===== config.mk =====
export PLATFORM = sky130hd
export DESIGN_NAME = dma_prio_arb
export DESIGN_NICKNAME = d
export VERILOG_FILES = /design/src/rtl/dma_arb_pkg.sv /design/src/rtl/dma_arb_fixed_pick.sv /design/src/rtl/dma_arb_rr_pick.sv /design/src/rtl/dma_prio_arb.sv
export SDC_FILE = /design/constraint.sdc
export NUM_CORES = 1
export LEC_CHECK = 0
export BUFFER_PORTS_ARGS = -buffer_cell sky130_fd_sc_hd__buf_2
export CAP_MARGIN = 20
export CELL_PAD_IN_SITES_DETAIL_PLACEMENT = 1
export CELL_PAD_IN_SITES_GLOBAL_PLACEMENT = 2
export CORE_MARGIN = 2
export CORE_UTILIZATION = 27
export DETAILED_ROUTE_END_ITERATION = 8
export PLACE_DENSITY_LB_ADDON = 0.1
export SLEW_MARGIN = 0
export SYNTH_ARGS = -nofsm -noshare
export SYNTH_HDL_FRONTEND = slang
export SYNTH_SLANG_ARGS = --single-unit

===== constraint.sdc =====
create_clock -name clk -period 1.4 [get_ports clk]
set_input_delay 0.28 -clock clk [delete_from_list [all_inputs] [get_ports clk]]
set_output_delay 0.28 -clock clk [all_outputs]
set_load 0.01 [all_outputs]

===== src/rtl/dma_arb_pkg.sv =====
package dma_arb_pkg;
    localparam int NCH  = 4;
    localparam int IDXW = $clog2(NCH);
    localparam int MODEW = 2;

    localparam logic [MODEW-1:0] MODE_RR = 2'b11;

    typedef struct packed {
        logic            busy;
        logic [NCH-1:0]  grant;
        logic [IDXW-1:0] idx;
        logic [IDXW-1:0] rr_ptr;
        logic [MODEW-1:0] mode;
    } arb_state_t;

    // Ranking for each fixed mode; slot k (bits k*IDXW) holds the k-th highest channel.
    function automatic logic [NCH*IDXW-1:0] rank_of(input int m);
        case (m)
            0:       rank_of = {2'd3, 2'd2, 2'd1, 2'd0};
            1:       rank_of = {2'd1, 2'd3, 2'd2, 2'd0};
            default: rank_of = {2'd3, 2'd1, 2'd0, 2'd2};
        endcase
    endfunction
endpackage


===== src/rtl/dma_arb_fixed_pick.sv =====
module dma_arb_fixed_pick
    import dma_arb_pkg::*;
#(
    parameter logic [NCH*IDXW-1:0] RANK = {2'd3, 2'd2, 2'd1, 2'd0}
) (
    input  logic [NCH-1:0]  req,
    output logic            hit,
    output logic [IDXW-1:0] idx
);
    always_comb begin
        hit = 1'b0;
        idx = '0;
        // Walk from lowest rank up so the highest-ranked requester is written last.
        for (int k = NCH - 1; k >= 0; k--) begin
            if (req[RANK[k*IDXW +: IDXW]]) begin
                hit = 1'b1;
                idx = RANK[k*IDXW +: IDXW];
            end
        end
    end
endmodule


===== src/rtl/dma_arb_rr_pick.sv =====
module dma_arb_rr_pick
    import dma_arb_pkg::*;
(
    input  logic [NCH-1:0]  req,
    input  logic [IDXW-1:0] ptr,
    output logic            hit,
    output logic [IDXW-1:0] idx
);
    logic [IDXW-1:0] cand;

    always_comb begin
        hit  = 1'b0;
        idx  = '0;
        cand = '0;
        for (int k = NCH - 1; k >= 0; k--) begin
            cand = ptr + k[IDXW-1:0];
            if (req[cand]) begin
                hit = 1'b1;
                idx = cand;
            end
        end
    end
endmodule


===== src/rtl/dma_prio_arb.sv =====
module dma_prio_arb
    import dma_arb_pkg::*;
(
    input  logic             clk,
    input  logic             rst_n,
    input  logic [NCH-1:0]   req,
    input  logic [MODEW-1:0] prio_mode,
    input  logic             done,
    input  logic             addr_err,
    output logic [NCH-1:0]   grant,
    output logic [IDXW-1:0]  grant_idx,
    output logic             grant_vld
);
    localparam int NMODE = 1 << MODEW;

    arb_state_t s_d, s_q;

    logic [NMODE-1:0] hit_m;
    logic [IDXW-1:0]  idx_m [NMODE];

    for (genvar m = 0; m < NMODE; m++) begin : g_pick
        if (m == NMODE - 1) begin : g_rr
            dma_arb_rr_pick u_rr (
                .req (req),
                .ptr (s_q.rr_ptr),
                .hit (hit_m[m]),
                .idx (idx_m[m])
            );
        end else begin : g_fixed
            dma_arb_fixed_pick #(.RANK(rank_of(m))) u_fix (
                .req (req),
                .hit (hit_m[m]),
                .idx (idx_m[m])
            );
        end
    end

    always_comb begin
        s_d = s_q;
        if (addr_err) begin
            s_d.busy  = 1'b0;
            s_d.grant = '0;
        end else if (s_q.busy) begin
            if (done) begin
                s_d.busy  = 1'b0;
                s_d.grant = '0;
                if (s_q.mode == MODE_RR) begin
                    s_d.rr_ptr = s_q.idx + 1'b1;
                end
            end
        end else if (hit_m[prio_mode]) begin
            s_d.busy  = 1'b1;
            s_d.idx   = idx_m[prio_mode];
            s_d.grant = NCH'(1) << idx_m[prio_mode];
            s_d.mode  = prio_mode;
        end
    end

    always_ff @(posedge clk or negedge rst_n) begin
        if (!rst_n) begin
            s_q <= '0;
        end else begin
            s_q <= s_d;
        end
    end

    assign grant_vld = s_q.busy & ~addr_err;
    assign grant     = addr_err ? '0 : s_q.grant;
    assign grant_idx = addr_err ? '0 : s_q.idx;
endmodule


==> results of run 1 <==
[power groups by stage]
stage | clock [mW] | sequential, mW | combinational [mW]
2_1_floorplan | 0 | 0.433 | 0.177
3_3_place_gp | 0 | 0.449 | 0.302
3_5_place_dp | 0 | 0.452 | 0.306
4_1_cts | 0.228 | 0.456 | 0.430
5_1_grt | 0.235 | 0.476 | 0.493
6_report | 0.216 | 0.466 | 0.450
[how the worst max path moves through the flow]
stage | endpoint | slack [ns] | cells after the start
5_1_grt | s_q[7] | -0.10 | 4
3_5_place_dp | s_q[7] | -0.24 | 6
3_3_place_gp | s_q[7] | -0.19 | 6
4_1_cts | s_q[4] | -0.06 | 4
6_report | s_q[7] | -0.04 | 4
2_1_floorplan | s_q[4] | 0.04 | 4
[final cells by class]
class	count	area, sq um	share of cell area
multi-input cells	58	440	0.426
flip-flops and latches	11	278	0.268
repair buffers	37	255	0.247
well taps	28	35.0	0.0339
clock buffers	4	26.3	0.0254
[Yosys cell counts (2+ instances only)]
cell type	n	area share
sky130_fd_sc_hd__dfrtp_1	11	0.42
sky130_fd_sc_hd__nor2b_1	10	0.096
sky130_fd_sc_hd__nand2_1	9	0.052
sky130_fd_sc_hd__nor2_1	6	0.034
sky130_fd_sc_hd__a21oi_1	4	0.031
sky130_fd_sc_hd__a211oi_1	2	0.023
sky130_fd_sc_hd__a22o_1	2	0.027
sky130_fd_sc_hd__nand2b_1	2	0.019
sky130_fd_sc_hd__nand3_1	2	0.015
sky130_fd_sc_hd__nor3_1	2	0.015
sky130_fd_sc_hd__o31ai_2	2	0.038
[stage by stage]
| stage | power (mW) | setup slack, ns |
|---|---|---|
| 2_1_floorplan | 0.610 | 0.0423 |
| 3_3_place_gp | 0.751 | -0.186 |
| 3_5_place_dp | 0.757 | -0.240 |
| 4_1_cts | 1.11 | -0.0557 |
| 5_1_grt | 1.20 | -0.105 |
| 6_report | 1.13 | -0.0352 |
[per-layer routing]
layer  GRT usage  vias to the layer above  routed length (um)
met4      0.0513                        0                  16
met2       0.247                       12                 919
met1       0.232                      319                 972
met3      0.0537                        2                  95
li1            -                      335                   -
met5           0                        -                   0
[what timing repair did]
| item | 4_1_cts | 5_1_grt |
|---|---|---|
| pin swaps | 6 | 4 |
| hold buffers | 1 | 0 |
| gates resized for setup | 9 | 7 |
| buffers inserted | 4 | 1 |
| setup endpoints to repair | 6 | 9 |
| hold endpoints to repair | 11 | 0 |
| gates cloned | 0 | 0 |
[logic make-up (layout without fill, tap and decap cells)]
logic type             Yosys count  in the layout  share of synthesized area
buffers and inverters            1             41                    0.00573
AND/OR/NAND/NOR                 38             38                      0.308
multiplexers                     1              1                     0.0229
AO/OA/AOI/OAI                   18             18                      0.229
XOR/XNOR                         1              1                     0.0134
flip-flops                      11             11                      0.421
[cell usage in the layout, fill, tap and decap left out, types with 2 or more instances in the layout]
cell type                  netlist  layout
sky130_fd_sc_hd__nor2b_1        10      10
sky130_fd_sc_hd__dfrtp_2         0       2
sky130_fd_sc_hd__nand2_1         9       8
sky130_fd_sc_hd__buf_6           0       4
sky130_fd_sc_hd__buf_4           0      16
sky130_fd_sc_hd__nor2_1          6       6
sky130_fd_sc_hd__a22o_1          2       2
sky130_fd_sc_hd__dfrtp_1        11       9
sky130_fd_sc_hd__a21oi_1         4       3
sky130_fd_sc_hd__clkbuf_4        0       3
sky130_fd_sc_hd__buf_2           0      16
sky130_fd_sc_hd__a211oi_1        2       2
==> results.txt, run 1 <==
The final count of negative-setup-slack endpoints came out at 3. For this run, asynchronously set or reset flops after synthesis account for 1.00. Along the worst hold path, the cell count comes to 2. The number of levels in the clock H-tree came out at 1. The largest registers in the layout are s_q: 11 flops.

The global-route wire length before repair came out at 3330 um. In this run the worst setup path begins at s_q[3]. The tool flagged a number of max-cap violations equal to 0. The gate count of the mapped netlist is 70. The worst hold slack came out at 0.221 ns. The combinational fraction of design power came out at 0.397. The transition time at the pin with the least slew margin came out at 0.421 ns.

The part of the cycle the worst path needs is 1.03. The cell depth of the worst flop-to-flop path is 4. The total die area came out at 0.00283 sq mm. The share of total power dissipated in the clock network is 0.191. The number of flip-flops under the largest register name is 11.

The average vias per placed instance came out at just under 5. Setup repair after global routing could not meet its margin everywhere. The die height came out at 53.2 um. The buffer cell driving the clock tree root is sky130_fd_sc_hd__clkbuf_4.

The synthesized area per cell is a little over 9 sq um. For the final database, setup skew stands at ~0.0036 ns. Walking the worst path, the cells encountered are or2b_1 > a21oi_2 > o31ai_4 > a32o_1. The worst setup path is captured at a register. The cell area after layout came out at 0.00103 sq mm. The deepest clock path buffer count is 2.

After filler insertion, the fill cell instance count of the layout stands at 284. The core region area is about 0.0023 sq mm. The min-delay analysis places its worst path in the category primary input to register. The remaining global-route overflow came out at 0. The critical path arrival is 1.59 ns. The flow ran to the end, but the final reports show violations. Of the total power, the share spent switching nets is 0.342. The sum of routed wire length over all layers came out at 2000 um. The cell total after placement is 129. The via count of the first global-routing pass came out at 685. The number of clock buffers added by TritonCTS is 3. Setup slack on the critical path of the routed design comes to -0.0352 ns.

On the worst path, the slowest cell contributes a delay of 0.48 ns. The fraction of layout instances using a drive strength above 1 came out at 0.473. The peak clock frequency supported by timing is 697 MHz.

The power dissipated by switching net loads came out at 387 uW. The initial antenna violation count is 0. Summed over all cells, the static leakage comes to 0.480 nW. The maximum fanout along the worst path came out at 7.

The type of the setup path with the least slack is register to register. The final core area utilization came out at 0.459. After routing, the total negative slack on setup checks comes to -0.0735 ns. The largest net degree at the start of global routing is 12. The register name with the most flops is s_q. The number of antenna diodes in the final layout is 0.

The count of boundary I/O pins came out at 17. The path with the worst hold slack has its endpoint at s_q[10]. The required time of the critical path came out at 1.56 ns. The insertion delay of the later-clocked pin in the worst-skew pair is 0.27 ns. The minimum setup slack among reg-to-reg paths is -0.04 ns. The count of state elements after synthesis came out at 11.

The placed instances occupy a cell area of around 890 sq um. The clock transition time at the flip-flop clock pins of the worst setup and hold paths came out at 0.07 ns. The cell internal power dissipation came out at 745 uW. Synthesis instantiated 29 different standard cells from the library. The number of nets in the layout is 121. Broken down by cell family, the worst path's largest delay share belongs to compound AO/OA/AOI/OAI gates. The starting density of the core came out at 0.290. Counting I/O delays and the setup requirement, the final critical path takes ~1.4 ns. The number of enable flip-flop cells after synthesis is 0. The buffering stage count on the worst path with inverters included is 0. The power density normalized to cell area is 1090 mW/mm^2.

The mean routed wirelength per cell is 14.5 um. The count of placed standard cells in the final layout, fillers left out came out at 138. The synthesized netlist net count is 80. The warning count from the yosys run came out at 0. The row count is 17. For this block, the via count after detailed routing is 668.

The final estimated routing congestion in global placement is 0.780. For this run, design rule violations remaining after detail routing come to 0. The number of iterations in the first detailed-routing pass is 2. The cell area after synthesis came out at 654 sq um.

The register area share after synthesis is 0.421. The final-report hold violation count came out at 0. In this run the remaining antenna-violating nets after routing total 0.

The clock sink count came out at 11. The worst hold path begins at done. The maximum VDD drop is 864 uV.

Across every metal layer, demand over resource in global routing totals 0.168. The fraction of power consumed by sequential logic is 0.412. The slowest stage of the critical path belongs to the cell sky130_fd_sc_hd__dfrtp_2. The violation count after the first detailed-route iteration came out at 3. The count of pins over their slew limit is 0. The launching point of the worst reg2reg path is s_q[3]. The tightest slew margin relative to the limit is 0.718. The HPWL after detailed placement is 1470 um. The CTS tree is yes.

The area added between synthesis and finish came out at 58.1%. The final reports fail on setup timing. STA classifies the critical path startpoint as a register.

The end of the worst register-to-register path is s_q[7]. The most instantiated flip-flop cell in the synthesis netlist is sky130_fd_sc_hd__dfrtp_1. The number of port buffers came out at 16.

The horizontal die dimension is 53.2 um.
Note: power is estimated with default switching activity, not from simulation.
==> run 2: changes to the inputs <==
==> constraint.sdc (replaced) <==
create_clock -name clk -period 1.3 [get_ports clk]
set_input_delay 0.26 -clock clk [delete_from_list [all_inputs] [get_ports clk]]
set_output_delay 0.26 -clock clk [all_outputs]
set_load 0.01 [all_outputs]
==> results.txt, run 2 (same netlist as run 1, synthesis figures left out) <==
The fraction of power consumed by the clock network is 0.191 (about the same). The largest net degree at the start of global routing came out at 12 (unchanged). The final setup TNS is -0.668 ns (was -0.0735 ns). Largest regs: s_q: 11 flops (unchanged).

Commonest cells after routing, fill and taps aside: sky130_fd_sc_hd__buf_4, sky130_fd_sc_hd__buf_2, sky130_fd_sc_hd__nor2b_1, sky130_fd_sc_hd__nand2_1, sky130_fd_sc_hd__dfrtp_1 (was sky130_fd_sc_hd__buf_2, sky130_fd_sc_hd__buf_4, sky130_fd_sc_hd__nor2b_1). The total inserted antenna cells is 0 (unchanged). Status: finished with violations (unchanged). The number of flip-flops under the largest register name came to 11 (unchanged). The minimum setup slack among reg-to-reg paths was -0.14 ns (was -0.04 ns). The flip-flop and latch area is 278 sq um (unchanged). The remaining global-route overflow is 0 (unchanged). The number of iterations in the first detailed-routing pass was 2 (unchanged).

The number of levels in the clock H-tree came out at 1 (unchanged). The clock transition time at the flip-flop clock pins of the worst setup and hold paths is 0.07 ns (about the same). The cell depth of the worst flop-to-flop path is 5 (was 4).

The count of boundary I/O pins came to 17 (unchanged). The worst hold path class is primary input to register (unchanged). The sum of routed wire length over all layers is 1890 um (was 2000 um). The number of buffers created by CTS came to 3 (unchanged). The violation count after the first detailed-route iteration came out at 2 (was 3).

The clock skew after layout is 0.00378 ns (was 0.00364 ns). The worst hold slack came out at 0.210 ns (was 0.221 ns). The final estimated routing congestion in global placement is 0.755 (was 0.780). The switching share of power is 0.333 (was 0.342). The final-report hold violation count was 0 (unchanged). The global-route wire length before repair came out at 3200 um (was 3330 um). The total power draw came out at 1.18 mW (was 1.13 mW). The via count of the first global-routing pass was 681 (was 685). The CTS tree is yes (unchanged). The startpoint type of the worst setup path is a register (unchanged).

The total number of vias came out at 659 (was 668). The DRC violations left came out at 0 (unchanged). The register name with the most flops is s_q (unchanged).

The horizontal die dimension came out at 53.2 um (unchanged). The layout filler cell count is 282 (was 284). The power dissipated by switching net loads is 394 uW (was 387 uW). RSZ-0062 raised after global routing: true (unchanged). The part of the cycle the worst path needs is 1.11 (was 1.03). The fraction of layout instances using a drive strength above 1 is 0.491 (was 0.473). The nature of the critical path endpoint is a register (unchanged).

The combinational fraction of design power was 0.390 (was 0.397). The required time of the critical path came to 1.50 ns (was 1.56 ns). The deepest clock path buffer count came out at 2 (unchanged). The worst setup margin came out at -0.138 ns (was -0.0352 ns). The transition time at the pin with the least slew margin was 0.489 ns (was 0.421 ns). The starting density of the core is 0.290 (unchanged). The count of max-cap constraint violations came out at 0 (unchanged). The final antenna-violating net count was 0 (unchanged). The area added between synthesis and finish came out at 57.7% (was 58.1%). The row count came out at 17 (unchanged).

The buffer cell driving the clock tree root is sky130_fd_sc_hd__clkbuf_4 (unchanged). The clock sink count was 11 (unchanged). Violations in the final reports: setup timing (unchanged). The combined area of the multi-input logic cells is 442 sq um (was 440 sq um). The final count of negative-setup-slack endpoints came out at 7 (was 3).

The number of nets in the layout is 121 (unchanged). The tightest slew margin relative to the limit came out at 0.672 (was 0.718). The total die area is 0.00283 sq mm (unchanged). The number of port buffers is 16 (unchanged). The HPWL reported at the end of detailed placement came out at 1480 um (was 1470 um). The critical path arrival is 1.64 ns (was 1.59 ns). The die height is 53.2 um (unchanged).

The average vias per placed instance is 4.78 (was 4.84). The cell count of the worst hold path was 2 (unchanged). The initial antenna violation count came out at 0 (unchanged).

The leakage power of the design is 0.472 nW (was 0.480 nW). The cell internal power dissipation came to 788 uW (was 745 uW). The maximum VDD drop is 562 uV (was 864 uV). The maximum fanout along the worst path came out at 5 (was 7). The fraction of power consumed by sequential logic is 0.419 (was 0.412). The mean routed wirelength per cell came to 13.7 um (was 14.5 um). The library cell used most frequently in the layout, excluding fill and tap cells, is sky130_fd_sc_hd__buf_4. The power density normalized to cell area was 1140 mW/mm^2 (was 1090 mW/mm^2). The final core area utilization came out at 0.458 (was 0.459). The type of the setup path with the least slack is register to register (unchanged).

The count of pins over their slew limit came out at 0 (unchanged). The core region area is 0.00225 sq mm (unchanged). The final period demand of the worst path came to 1.44 ns (about the same).

The combined global-route utilization of all metal layers is 0.156 (was 0.168). The peak clock frequency supported by timing is 695 MHz (was 697 MHz). The insertion delay of the later-clocked pin in the worst-skew pair is 0.26 ns (was 0.27 ns).
## run 2: cell counts in the layout (fill, tap and decap cells not counted)
No cell type changed its count.
## run 2: per-layer routing
| metal | global-route usage | part of all wire | up-vias |
|---|---|---|---|
| met1 | 0.210 | 0.51 | 311 |
| met5 | 0 | 0 | - |
| met2 | 0.259 | 0.45 | 11 |
| met3 | 0.0254 | 0.032 | 2 |
| met4 | 0.0385 | 0.0064 | 0 |
| li1 | - | - | 335 |
## run 2: critical path, stage by stage (launching register included)
cell	delay [ns]
sky130_fd_sc_hd__dfrtp_2	0.45
sky130_fd_sc_hd__buf_6	0.14
sky130_fd_sc_hd__nand4b_1	0.10
sky130_fd_sc_hd__nand3_2	0.10
sky130_fd_sc_hd__o31ai_4	0.38
sky130_fd_sc_hd__mux2_4	0.21
## run 2: final timing paths
check,end,startpoint
worst max-delay path,s_q[4],s_q[2]
worst min-delay path,s_q[10],done
worst max register to register,s_q[4],s_q[2]
worst min register to register,s_q[0],s_q[0]
max in group asynchronous,s_q[2],rst_n
min in group asynchronous,s_q[7],rst_n
## run 2: stage by stage
stage               cells  worst slack, ns  instance area, sq um
finish                138           -0.138                  1030
global route          138           -0.199                  1030
CTS                   138           -0.163                  1020
detailed placement    132           -0.296                   935
global placement      132           -0.288                   935
floorplan              70          -0.0120                   681
## run 2: timing repair
item | 4_1_cts | 5_1_grt
hold endpoints to repair | 11 | 0
endpoints found under the setup margin | 7 | 9
pin swaps | 4 | 5
buffers inserted | 2 | 0
gates resized for setup | 7 | 5
hold buffers | 1 | 0
## run 2: layout make-up
class / count / area share
sequential: 11 / 0.269
timing repair buffer: 37 / 0.244
clock buffer: 4 / 0.0255
multi-input combinational: 58 / 0.428
tap: 28 / 0.0339
## run 2: power groups by stage
stage	Sequential [mW]	Clock (mW)	Combinational, mW
floorplan	0.469	0	0.206
global placement	0.478	0	0.384
detailed placement	0.478	0	0.388
CTS	0.487	0.235	0.453
global route	0.505	0.262	0.510
finish	0.496	0.226	0.460
==> run 3: changes to the inputs <==
--- a/config.mk
+++ b/config.mk
@@ -5,14 +5,16 @@
 export SDC_FILE = /design/constraint.sdc
 export NUM_CORES = 1
 export LEC_CHECK = 0
+export ABC_AREA = 1
 export BUFFER_PORTS_ARGS = -buffer_cell sky130_fd_sc_hd__buf_2
 export CAP_MARGIN = 20
 export CELL_PAD_IN_SITES_DETAIL_PLACEMENT = 1
 export CELL_PAD_IN_SITES_GLOBAL_PLACEMENT = 2
 export CORE_MARGIN = 2
-export CORE_UTILIZATION = 27
+export CORE_UTILIZATION = 25
 export DETAILED_ROUTE_END_ITERATION = 8
 export PLACE_DENSITY_LB_ADDON = 0.1
+export SKIP_LAST_GASP = 1
 export SLEW_MARGIN = 0
 export SYNTH_ARGS = -nofsm -noshare
 export SYNTH_HDL_FRONTEND = slang
==> results.txt, run 3 <==
The nature of the critical path endpoint is a register (unchanged). The global-route wire length before repair came out at 3920 um (was 3200 um). The horizontal die dimension came to 62.0 um (was 53.2 um). The buffers inserted during post-CTS setup optimization came out at 0 (was 2). The worst setup slack after placement came out at -0.209 ns (was -0.296 ns). The worst setup margin came out at -0.221 ns (was -0.138 ns). The placed standard-cell area is 0.00101 sq mm (was 935 sq um).

The row count is 21 (was 17). The leakage power of the design is 0.600 nW (was 0.472 nW). The tightest slew margin relative to the limit came to 0.796 (was 0.672). The total power draw is 1.74 mW (was 1.18 mW).

The count of placed standard cells in the final layout, fillers left out is 200 (was 138). The gate count of the mapped netlist is 129 (was 70). The layout filler cell count is 443 (was 282).

The maximum fanout along the worst path is 5 (unchanged). The final count of negative-setup-slack endpoints is 6 (was 7). The most common cell in the synthesized netlist is sky130_fd_sc_hd__nand2_1 (was sky130_fd_sc_hd__dfrtp_1). The number of buffers created by CTS came out at 3 (unchanged). The most instantiated flip-flop cell in the synthesis netlist is sky130_fd_sc_hd__dfrtp_1 (unchanged).

The via count of the first global-routing pass came to 833 (was 681). The die height is 62.0 um (was 53.2 um). The required time of the critical path is 1.45 ns (was 1.50 ns). The async set or reset register ratio after synthesis came to 1.00 (unchanged). The maximum VDD drop came out at 515 uV (was 562 uV). The CTS tree is yes (unchanged). The total number of vias is 883 (was 659). The count of max-cap constraint violations is 0 (unchanged). The deepest clock path buffer count was 2 (unchanged).

The HPWL reported at the end of detailed placement was 1960 um (was 1480 um). The violation count after the first detailed-route iteration is 35 (was 2). Violations in the final reports: setup timing (unchanged). The fraction of layout instances using a drive strength above 1 came to 0.357 (was 0.491). The cell total after placement came to 193 (was 132). The total die area is 0.00384 sq mm (was 0.00283 sq mm). The part of the cycle the worst path needs is 1.17 (was 1.11). The count of pins over their slew limit is 0 (unchanged). The number of iterations in the first detailed-routing pass is 4 (was 2).

Commonest cells after routing, fill and taps aside: sky130_fd_sc_hd__nand2_1, sky130_fd_sc_hd__inv_1, sky130_fd_sc_hd__buf_2 (was sky130_fd_sc_hd__buf_4, sky130_fd_sc_hd__buf_2, sky130_fd_sc_hd__nor2b_1, sky130_fd_sc_hd__nand2_1, sky130_fd_sc_hd__dfrtp_1). The starting density of the core was 0.256 (was 0.290). The insertion delay of the later-clocked pin in the worst-skew pair is 0.26 ns (about the same). The number of enable flip-flop cells after synthesis came to 0 (unchanged). The power density normalized to cell area was 1490 mW/mm^2 (was 1140 mW/mm^2). The total inserted antenna cells is 0 (unchanged). The core region area is 0.00328 sq mm (was 0.00225 sq mm).

Leading post-synthesis cells by instance count: sky130_fd_sc_hd__nand2_1, sky130_fd_sc_hd__inv_1, sky130_fd_sc_hd__nor2_1 (was sky130_fd_sc_hd__dfrtp_1, sky130_fd_sc_hd__nor2b_1, sky130_fd_sc_hd__nand2_1). The mean routed wirelength per cell came out at 12.5 um (was 13.7 um). The register area share after synthesis came out at 0.327 (was 0.421). The count of unique library cells instantiated by Yosys was 21 (was 29). The leading cell type in the layout, fill and taps excluded is sky130_fd_sc_hd__nand2_1 (was sky130_fd_sc_hd__buf_4). The startpoint type of the worst setup path is a register (unchanged).

The register name with the most flops is s_q (unchanged). The clock transition time at the flip-flop clock pins of the worst setup and hold paths came to 0.07 ns (about the same). The cell area after synthesis came out at 841 sq um (was 654 sq um). The number of port buffers is 16 (unchanged). The warning count from the yosys run is 0 (unchanged). The type of the setup path with the least slack was register to register (unchanged).

Largest regs: s_q: 11 flops (unchanged). The clock sink count is 11 (unchanged). The area added between synthesis and finish is 38.7% (was 57.7%).

The transition time at the pin with the least slew margin is 0.306 ns (was 0.489 ns). The largest net degree at the start of global routing came out at 12 (unchanged). The buffer cell driving the clock tree root is sky130_fd_sc_hd__clkbuf_4 (unchanged). The critical path arrival came out at 1.67 ns (was 1.64 ns). The worst hold path class is primary input to register (unchanged). The remaining global-route overflow was 0 (unchanged). The share of the synthesized area in the top cell type is 0.327 (was 0.421).

The peak clock frequency supported by timing came out at 657 MHz (was 695 MHz). The final period demand of the worst path came out at 1.52 ns (was 1.44 ns). The average vias per placed instance came out at 4.42 (was 4.78). The final estimated routing congestion in global placement was 0.796 (was 0.755).

The number of levels in the clock H-tree came out at 1 (unchanged). The final-report hold violation count was 0 (unchanged). The clock skew after layout came out at 0.000630 ns (was 0.00378 ns).

Top area cells in the synthesized netlist: sky130_fd_sc_hd__dfrtp_1, sky130_fd_sc_hd__nand2_1, sky130_fd_sc_hd__inv_1 (was sky130_fd_sc_hd__dfrtp_1, sky130_fd_sc_hd__nor2b_1, sky130_fd_sc_hd__nand2_1). RSZ-0062 raised after global routing: true (unchanged). The DRC violations left is 0 (unchanged).

The synthesized netlist net count came to 139 (was 80). The count of state elements after synthesis is 11 (unchanged). The number of flip-flops under the largest register name is 11 (unchanged).

The cell area after layout is 0.00117 sq mm (was 0.00103 sq mm). The synthesized area per cell came out at 6.52 sq um (was 9.35 sq um). The post-synthesis cell type with the largest combined area was sky130_fd_sc_hd__dfrtp_1 (unchanged). The number of nets in the layout came to 165 (was 121). The combined global-route utilization of all metal layers came to 0.141 (was 0.156). The final setup TNS came out at -1.05 ns (was -0.668 ns). The sum of routed wire length over all layers is 2500 um (was 1890 um). Status: finished with violations (unchanged).

The final antenna-violating net count came out at 0 (unchanged). The count of boundary I/O pins came out at 17 (unchanged). The initial antenna violation count is 0 (unchanged).
[run 3: changes by cell type after synthesis, sizes merged, moves of 7 or more]
cell | previous run | this run
nand2 | 9 | 51
inv | 0 | 18
nor2b | 10 | 0
nor2 | 6 | 15
o21ai | 2 | 10
nand3 | 2 | 9
[run 3: metrics by stage]
step	utilization	hold WS (ns)
finish	0.355	0.299
global route	0.355	0.321
CTS	0.326	0.287
detailed placement	0.307	0.154
global placement	0.307	0.157
floorplan	-	-0.0356
[run 3: logic make-up (layout without fill, tap and decap cells)]
group	Yosys count	count (layout)	share of synthesized area
multiplexers	1	1	0.0119
AND/OR/NAND/NOR	81	81	0.445
buffers and inverters	21	46	0.119
AO/OA/AOI/OAI	15	15	0.0967
flip-flops	11	11	0.327
[run 3: final timing paths]
check                        from      end  slack, ns  cells past startpoint
min                          done  s_q[10]       0.30                      4
min in group asynchronous   rst_n   s_q[4]       0.41                      2
max in group asynchronous   rst_n   s_q[2]       0.67                      2
min reg2reg                s_q[7]   s_q[7]       0.48                      2
max                        s_q[2]   s_q[4]      -0.22                     13
max reg2reg                s_q[2]   s_q[4]      -0.22                     13
[run 3: critical path, cell delays in order (launching register included)]
cell,delay [ns]
sky130_fd_sc_hd__dfrtp_2,0.44
sky130_fd_sc_hd__buf_12,0.16
sky130_fd_sc_hd__clkinv_8,0.06
sky130_fd_sc_hd__nand2_1,0.05
sky130_fd_sc_hd__nand2_1,0.09
sky130_fd_sc_hd__nand2_2,0.06
sky130_fd_sc_hd__nand2_1,0.05
sky130_fd_sc_hd__nand2_1,0.04
sky130_fd_sc_hd__nand3_1,0.08
sky130_fd_sc_hd__nand3_2,0.10
sky130_fd_sc_hd__nand3_4,0.09
sky130_fd_sc_hd__nand2_4,0.07
sky130_fd_sc_hd__nand2_2,0.07
sky130_fd_sc_hd__o21ai_2,0.05
[run 3: final cells by class]
class | instances | area [sq um] | area share
Clock buffer | 4 | 26.3 | 0.0225
Inverter | 18 | 80.1 | 0.0687
Multi-Input combinational cell | 97 | 554 | 0.475
Sequential cell | 11 | 277 | 0.237
Tap cell | 46 | 57.6 | 0.0494
Timing Repair Buffer | 23 | 165 | 0.142
Timing Repair inverter | 1 | 6.26 | 0.00536
[run 3: layer usage]
layer  GRT usage  routed length [um]  part of all wire
met5           0                   0                 0
met4      0.0547                  26             0.010
met3      0.0124                  53             0.021
met1       0.192                1160              0.46
met2       0.229                1260              0.50
[run 3: what timing repair did]
action | in CTS | in global routing
endpoints found under the setup margin | 6 | 8
resized for setup | 6 | 14
cloned | 1 | 1
hold buffers | 1 | 0
hold endpoints to repair | 11 | 0
pin swaps | 4 | 10
[run 3: report_power, final]
part           leakage [nW]  internal [mW]  switching (mW)
combinational         0.446          0.432           0.600
clock                0.0150          0.119           0.115
sequential            0.138          0.409          0.0644
